==> src/rtl/i2c_rsv_pkg.sv <==
package i2c_rsv_pkg;

  localparam int CODE_W = 4;
  localparam int LEN_W  = 7;

  typedef enum logic [1:0] {
    ST_IDLE = 2'd0,
    ST_PEND = 2'd1,
    ST_MSTR = 2'd2
  } rsv_state_t;

  // Wait length in input clocks for each speed/clock-select code.
  function automatic logic [LEN_W-1:0] wait_len(input logic [CODE_W-1:0] code);
    logic [LEN_W-1:0] len;
    if (code[3]) begin
      case (code[1:0])
        2'd0:    len = 7'd27;
        2'd1:    len = 7'd15;
        default: len = 7'd9;
      endcase
    end else if (code[2]) begin
      case (code[1:0])
        2'd0:    len = 7'd51;
        2'd3:    len = 7'd15;
        default: len = 7'd27;
      endcase
    end else begin
      case (code[1:0])
        2'd0:    len = 7'd101;
        2'd1:    len = 7'd85;
        2'd2:    len = 7'd43;
        default: len = 7'd23;
      endcase
    end
    return len;
  endfunction

endpackage

==> src/rtl/rsv_wait_timer.sv <==
module rsv_wait_timer
  import i2c_rsv_pkg::*;
#(
  parameter int CNT_W = 7
) (
  input  logic              clk,
  input  logic              rst,
  input  logic              load,
  input  logic [CODE_W-1:0] code,
  output logic              done
);

  logic [CNT_W-1:0] cnt_q;
  logic             busy_q;
  logic             done_q;

  always_ff @(posedge clk) begin
    if (rst) begin
      cnt_q  <= '0;
      busy_q <= 1'b0;
      done_q <= 1'b0;
    end else begin
      done_q <= 1'b0;
      if (load) begin
        cnt_q  <= CNT_W'(wait_len(code));
        busy_q <= 1'b1;
      end else if (busy_q) begin
        if (cnt_q == CNT_W'(1)) begin
          cnt_q  <= '0;
          busy_q <= 1'b0;
          done_q <= 1'b1;
        end else begin
          cnt_q <= cnt_q - CNT_W'(1);
        end
      end
    end
  end

  assign done = done_q;

  // done is a single-cycle pulse
  p_done_single_r8: assert property (@(posedge clk) disable iff (rst)
    done_q && !load |=> !done_q);

  // a running count never sits at zero
  p_busy_nonzero_r8: assert property (@(posedge clk) disable iff (rst)
    busy_q |-> cnt_q != '0);

endmodule

==> src/rtl/rsv_ctrl_fsm.sv <==
module rsv_ctrl_fsm
  import i2c_rsv_pkg::*;
(
  input  logic clk,
  input  logic rst,
  input  logic start_req,
  input  logic bus_free,
  input  logic resv_dis,
  input  logic stop_det,
  input  logic slave_hit,
  input  logic master_drop,
  output logic start_gen,
  output logic master_sts,
  output logic resv_pend,
  output logic fire_now,
  output logic drop_now
);

  rsv_state_t state_q, state_d;
  logic       gen_q, gen_d;

  always_comb begin
    state_d  = state_q;
    gen_d    = 1'b0;
    fire_now = 1'b0;
    drop_now = 1'b0;
    case (state_q)
      ST_IDLE: begin
        if (start_req) begin
          if (bus_free) begin
            state_d = ST_MSTR;
            gen_d   = 1'b1;
          end else if (!resv_dis) begin
            state_d = ST_PEND;
          end
        end
      end
      ST_PEND: begin
        if (slave_hit) begin
          state_d = ST_IDLE;
        end else if (stop_det) begin
          state_d  = ST_MSTR;
          gen_d    = 1'b1;
          fire_now = 1'b1;
        end
      end
      ST_MSTR: begin
        if (master_drop) begin
          state_d  = ST_IDLE;
          drop_now = 1'b1;
        end
      end
      default: state_d = ST_IDLE;
    endcase
  end

  always_ff @(posedge clk) begin
    if (rst) begin
      state_q <= ST_IDLE;
      gen_q   <= 1'b0;
    end else begin
      state_q <= state_d;
      gen_q   <= gen_d;
    end
  end

  assign start_gen  = gen_q;
  assign master_sts = (state_q == ST_MSTR);
  assign resv_pend  = (state_q == ST_PEND);

  // a start strobe is always accompanied by master status
  p_gen_with_master_r2: assert property (@(posedge clk) disable iff (rst)
    gen_q |-> master_sts);

  // the strobe never lasts two cycles
  p_gen_single_r2: assert property (@(posedge clk) disable iff (rst)
    gen_q |=> !gen_q);

  // pending and master are exclusive
  p_pend_excl_r3: assert property (@(posedge clk) disable iff (rst)
    !(resv_pend && master_sts));

  // a disabled reservation is never queued
  p_no_queue_r4: assert property (@(posedge clk) disable iff (rst)
    (state_q == ST_IDLE && start_req && !bus_free && resv_dis)
      |=> !resv_pend && !gen_q);

  // stop launches a pending reservation in one cycle
  p_fire_r5: assert property (@(posedge clk) disable iff (rst)
    (resv_pend && stop_det && !slave_hit)
      |=> gen_q && master_sts && !resv_pend);

  // slave addressing cancels the reservation
  p_cancel_r6: assert property (@(posedge clk) disable iff (rst)
    (resv_pend && slave_hit) |=> !resv_pend && !gen_q && !master_sts);

  // a request while master has no effect
  p_req_in_master_r7: assert property (@(posedge clk) disable iff (rst)
    (master_sts && start_req && !master_drop) |=> master_sts && !gen_q);

endmodule

==> src/rtl/rsv_addr_hold.sv <==
module rsv_addr_hold #(
  parameter int ADDR_W = 8
) (
  input  logic              clk,
  input  logic              rst,
  input  logic              wr,
  input  logic [ADDR_W-1:0] din,
  input  logic              blocked,
  input  logic              clr,
  output logic [ADDR_W-1:0] addr,
  output logic              vld
);

  logic [ADDR_W-1:0] addr_q;
  logic              vld_q;

  always_ff @(posedge clk) begin
    if (rst) begin
      addr_q <= '0;
      vld_q  <= 1'b0;
    end else if (wr && !blocked) begin
      addr_q <= din;
      vld_q  <= 1'b1;
    end else if (clr) begin
      vld_q  <= 1'b0;
    end
  end

  assign addr = addr_q;
  assign vld  = vld_q;

  // writes during a pending reservation leave the buffer untouched
  p_discard_r9: assert property (@(posedge clk) disable iff (rst)
    (wr && blocked && !clr) |=> $stable(addr_q) && $stable(vld_q));

  // a clear without a write empties the buffer
  p_clear_r9: assert property (@(posedge clk) disable iff (rst)
    (clr && !(wr && !blocked)) |=> !vld_q);

endmodule

==> src/rtl/i2c_start_resv.sv <==
module i2c_start_resv
  import i2c_rsv_pkg::*;
#(
  parameter int ADDR_W = 8,
  parameter int CNT_W  = 7
) (
  input  logic              clk,
  input  logic              rst,
  input  logic              start_req,
  input  logic              resv_dis,
  input  logic              bus_free,
  input  logic              stop_det,
  input  logic              slave_hit,
  input  logic              master_drop,
  input  logic              stop_ie,
  input  logic [3:0]        speed_code,
  input  logic              addr_wr,
  input  logic [ADDR_W-1:0] addr_in,
  output logic              start_gen,
  output logic              master_sts,
  output logic              resv_pend,
  output logic              wait_done,
  output logic              stop_irq,
  output logic [ADDR_W-1:0] launch_addr,
  output logic              launch_valid
);

  logic fire_now;
  logic drop_now;
  logic irq_q;

  rsv_ctrl_fsm u_fsm (
    .clk         (clk),
    .rst         (rst),
    .start_req   (start_req),
    .bus_free    (bus_free),
    .resv_dis    (resv_dis),
    .stop_det    (stop_det),
    .slave_hit   (slave_hit),
    .master_drop (master_drop),
    .start_gen   (start_gen),
    .master_sts  (master_sts),
    .resv_pend   (resv_pend),
    .fire_now    (fire_now),
    .drop_now    (drop_now)
  );

  rsv_wait_timer #(.CNT_W(CNT_W)) u_timer (
    .clk  (clk),
    .rst  (rst),
    .load (start_req),
    .code (speed_code),
    .done (wait_done)
  );

  rsv_addr_hold #(.ADDR_W(ADDR_W)) u_addr (
    .clk     (clk),
    .rst     (rst),
    .wr      (addr_wr),
    .din     (addr_in),
    .blocked (resv_pend),
    .clr     (fire_now | drop_now),
    .addr    (launch_addr),
    .vld     (launch_valid)
  );

  always_ff @(posedge clk) begin
    if (rst) irq_q <= 1'b0;
    else     irq_q <= stop_det & stop_ie;
  end

  assign stop_irq = irq_q;

  // an enabled stop raises the interrupt next cycle
  p_stop_irq_r11: assert property (@(posedge clk) disable iff (rst)
    (stop_det && stop_ie) |=> stop_irq);

  // no interrupt while disabled
  p_stop_quiet_r11: assert property (@(posedge clk) disable iff (rst)
    !stop_ie |=> !stop_irq);

  // dropping master clears the launch buffer
  p_drop_r10: assert property (@(posedge clk) disable iff (rst)
    (master_sts && master_drop && !addr_wr) |=> !master_sts && !launch_valid);

endmodule

==> config.mk <==
export PLATFORM = sky130hd
export DESIGN_NAME = i2c_start_resv
export DESIGN_NICKNAME = d
export VERILOG_FILES = /design/src/rtl/i2c_rsv_pkg.sv /design/src/rtl/rsv_wait_timer.sv /design/src/rtl/rsv_ctrl_fsm.sv /design/src/rtl/rsv_addr_hold.sv /design/src/rtl/i2c_start_resv.sv
export SDC_FILE = /design/constraint.sdc
export NUM_CORES = 1
export LEC_CHECK = 0
export BUFFER_PORTS_ARGS = -buffer_cell sky130_fd_sc_hd__buf_2
export CORE_MARGIN = 10
export CORE_UTILIZATION = 54
export CTS_CLUSTER_SIZE = 16
export DETAILED_ROUTE_END_ITERATION = 10
export GPL_ROUTABILITY_DRIVEN = 0
export HOLD_SLACK_MARGIN = 0.06
export PLACE_DENSITY = 0.81
export SLEW_MARGIN = 15
export SYNTH_ARGS = -nofsm -noshare
export SYNTH_HDL_FRONTEND = slang
export SYNTH_HIERARCHICAL = 1
export SYNTH_SLANG_ARGS = --single-unit
==> constraint.sdc <==
create_clock -name clk -period 2.9 [get_ports clk]
set_input_delay 0.435 -clock clk [delete_from_list [all_inputs] [get_ports clk]]
set_output_delay 0.435 -clock clk [all_outputs]
set_load 0.02 [all_outputs]
==> key figures <==
Drt
  – Met2 wire len: ~1.4 mm
  – Wire length on met1: roughly 1.2 mm
  – Per-cell routed wire length: 15.02 um
  – Top Layer Used: met4
  – Post-route ant nets: 0
  – Initial DRC count: 63
  – 1st-pass router iterations: 4
  – Total wire length: 2.853 mm
  – Wire length on met3: ~270 um
  – DRC violations left: 0
  – Vias/cell: ~5.6
  – Routed vias: 1,068

Placement
  – Port bufs: 35
  – Hpwl dp: 2.207 mm
  – Inst Count DP: 187

Layout
  – Layout cell share with drive strength beyond 1: 0.2638
  – Reg area: about 440 um^2
  – Final nets: 189
  – Final cell count without fillers: 190
  – Area of the multi-input gates: 684.4 um^2
  – P&R area growth vs syn: 16.74%
  – ANT cells: 0
  – Fillers: 186
  – Most common cell after layout, fill and taps aside: buf_2
  – Most frequent cells in the layout: 35 x buf_2, 22 x dfxtp_1, 8 x nand2b_1, 8 x nand4bb_1, 8 x nor2_1

Critical path
  – CP Data Required Time: 2.47 ns
  – Crit path capture: resv_pend
  – Critical path class: reg2out
  – CP Launch Point: u_fsm/state_q[0]
  – Reg2reg setup slack: 1.26 ns
  – CP endpoint kind: output port
  – Crit path max fanout: 10
  – RR Endpoint: u_timer/cnt_q[3]
  – RR Startpoint: u_timer/busy_q
  – Worst setup SP type: flop
  – FF-to-FF path depth: 4
  – Crit path DAT: 1.46 ns

Synthesis
  – Post-synthesis sequential area ratio: 0.3729
  – YS warnings: 6
  – Cells after Synth: 132
  – Post-synthesis net count: 156
  – Syn Std Cell Area: approximately 1200 um^2
  – Commonest register cell after synthesis: dfxtp_1
  – Mean Syn Cell Area: 8.948 um^2
  – Post-synth EDFFs: 0
  – Asr flop ratio synth: 0
  – Synth cell types: 43
  – Seq cells post-synth: 22

GRT
  – Total gr overflow: 0
  – Vias in the first global route: about 1,100
  – Initial antenna violation count: 0
  – GRT Overall Usage: 0.1306
  – Pin count of the biggest net entering global routing: 31
  – First-pass GRT wire length: 4.671 mm

Power
  – Pwr/cell area: 441.3 nW/um^2
  – Tot Pwr: 0.0006085 W
  – Static Leak: 0.5811 nW
  – Maximum VDD drop: between 0.3 and 0.4 mV

Clock network
  – Clock Sink Count: 22
  – Worst skew pair latency: 0.30 ns
  – CTS tree: done
  – Post-CTS setup buffers: 0
  – Clk pin slew, worst setup/hold paths: 0.11 ns
  – Longest Clk Path Bufs: 2
  – Post-CTS sizing: 0
  – CTS root buf: clkbuf_4
  – Hold_buf cts: 0
  – H-tree depth: 1
  – Num CTS Buffers: 3

STA
  – Setup Viol. Count Final: 0
  – Hold WS: roughly 0.37 ns
  – Fmax: 0.5288 GHz
  – Final worst path period share: 0.6521
  – Post-route minimum period: about 1.9 ns
  – RSZ-0062 raised after global routing: false
  – Setup TNS: 0 ns
  – Worst Clk Skew: 0.005795 ns
  – Max-slew headroom: 0.6105
  – Final hold viol count: 0
  – Worst slew pin tran: 0.5831 ns
  – Slew Limit Fails: 0

Worst hold path
  – Hold Crit Class: in2reg

Floorplan
  – Io pins: 36
  – Die ar.: 4458 um^2
  – Core area: 2022 um^2
  – Die Height: 66.77 um
  – Die W: 66.77 um
  – # rows: 16
  – Initial Utilization: 0.5842

Run
  – Maxcap violations: 0

Outcome
  – Status: finished clean
## how the worst min path moves through the flow
stage                     start               end  slack [ns]  cells past startpoint
5_1_grt                 stop_ie          stop_irq        0.36                      2
3_5_place_dp     u_addr/addr[1]    u_addr/addr[1]        0.45                      2
4_1_cts                 stop_ie          stop_irq        0.36                      2
3_3_place_gp     u_addr/addr[5]    u_addr/addr[5]        0.45                      2
6_report                stop_ie          stop_irq        0.37                      2
2_1_floorplan  u_fsm/state_q[1]  u_fsm/state_q[0]        0.48                      1
## synth_stat cells, drive strengths merged (3+ instances only)
library cell,n,share of area
dfxtp,22,0.37
o21ai,11,0.047
nand2b,8,0.042
nand4bb,8,0.076
nor2,8,0.025
a211oi,7,0.049
a21oi,7,0.030
inv,6,0.019
nand2,6,0.019
clkbuf,4,0.013
nor2b,4,0.021
buf,3,0.016
nand3,3,0.013
nand3b,3,0.019
nor3,3,0.013
nor4,3,0.021
## critical path, cell delays in order, from the launching register on
cell and delay, ns:
dfxtp_1 0.44, nor2b_1 0.45, buf_2 0.26
## sequential cells by signal, indices dropped and copies added (netlist names)
| name | flops |
|---|---|
| u_addr/addr | 8 |
| u_timer/cnt_q | 7 |
| u_fsm/state_q | 2 |
| stop_irq | 1 |
| u_addr/vld | 1 |
| u_fsm/start_gen | 1 |
| u_timer/busy_q | 1 |
| u_timer/done | 1 |
## kinds of logic (layout without fill, tap and decap cells)
kind of cell             count (synthesis)  after routing  share of synthesized area
XOR/XNOR                                 1              1                   0.007417
multiplexers                             1              1                   0.008475
adder cells (fa/ha/maj)                  2              2                    0.02118
buffers and inverters                   13             44                    0.04766
flip-flops                              22             22                     0.3729
AND/OR/NAND/NOR                         59             59                     0.3443
AO/OA/AOI/OAI                           34             34                     0.1981
## per-stage QoR
stage / util / instance area [um^2] / setup WS (ns)
6_report: 0.6819 / 1379 / 1.009
5_1_grt: 0.6819 / 1379 / 0.8673
4_1_cts: 0.6819 / 1379 / 0.9926
3_5_place_dp: 0.6708 / 1356 / 1.259
3_3_place_gp: 0.6708 / 1356 / 1.379
2_1_floorplan: - / 1181 / 1.410
## layout make-up
class,instances,share of cell area
clock buffer,3,0.01633
inverter,6,0.01633
multi-input combinational,97,0.4964
sequential,22,0.3194
tap,27,0.02450
timing repair buffer,35,0.1270
## metal layers
layer  vias to the layer above  GRT usage
met3                         4    0.04682
met4                         0    0.06545
met2                        26     0.2310
met5                         -          0
met1                       487     0.1312
li1                        551          -
## report_power, final
| group | switching (W) | internal (W) | leakage [nW] |
|---|---|---|---|
| Clock | 0.0000830 | 0.0000484 | 0.0138 |
| Combinational | 0.0000739 | 0.0000593 | 0.385 |
| Sequential | 0.0000207 | 0.000323 | 0.182 |
| Total | 0.000178 | 0.000431 | 0.581 |
Note: power is estimated with default switching activity, not from simulation.
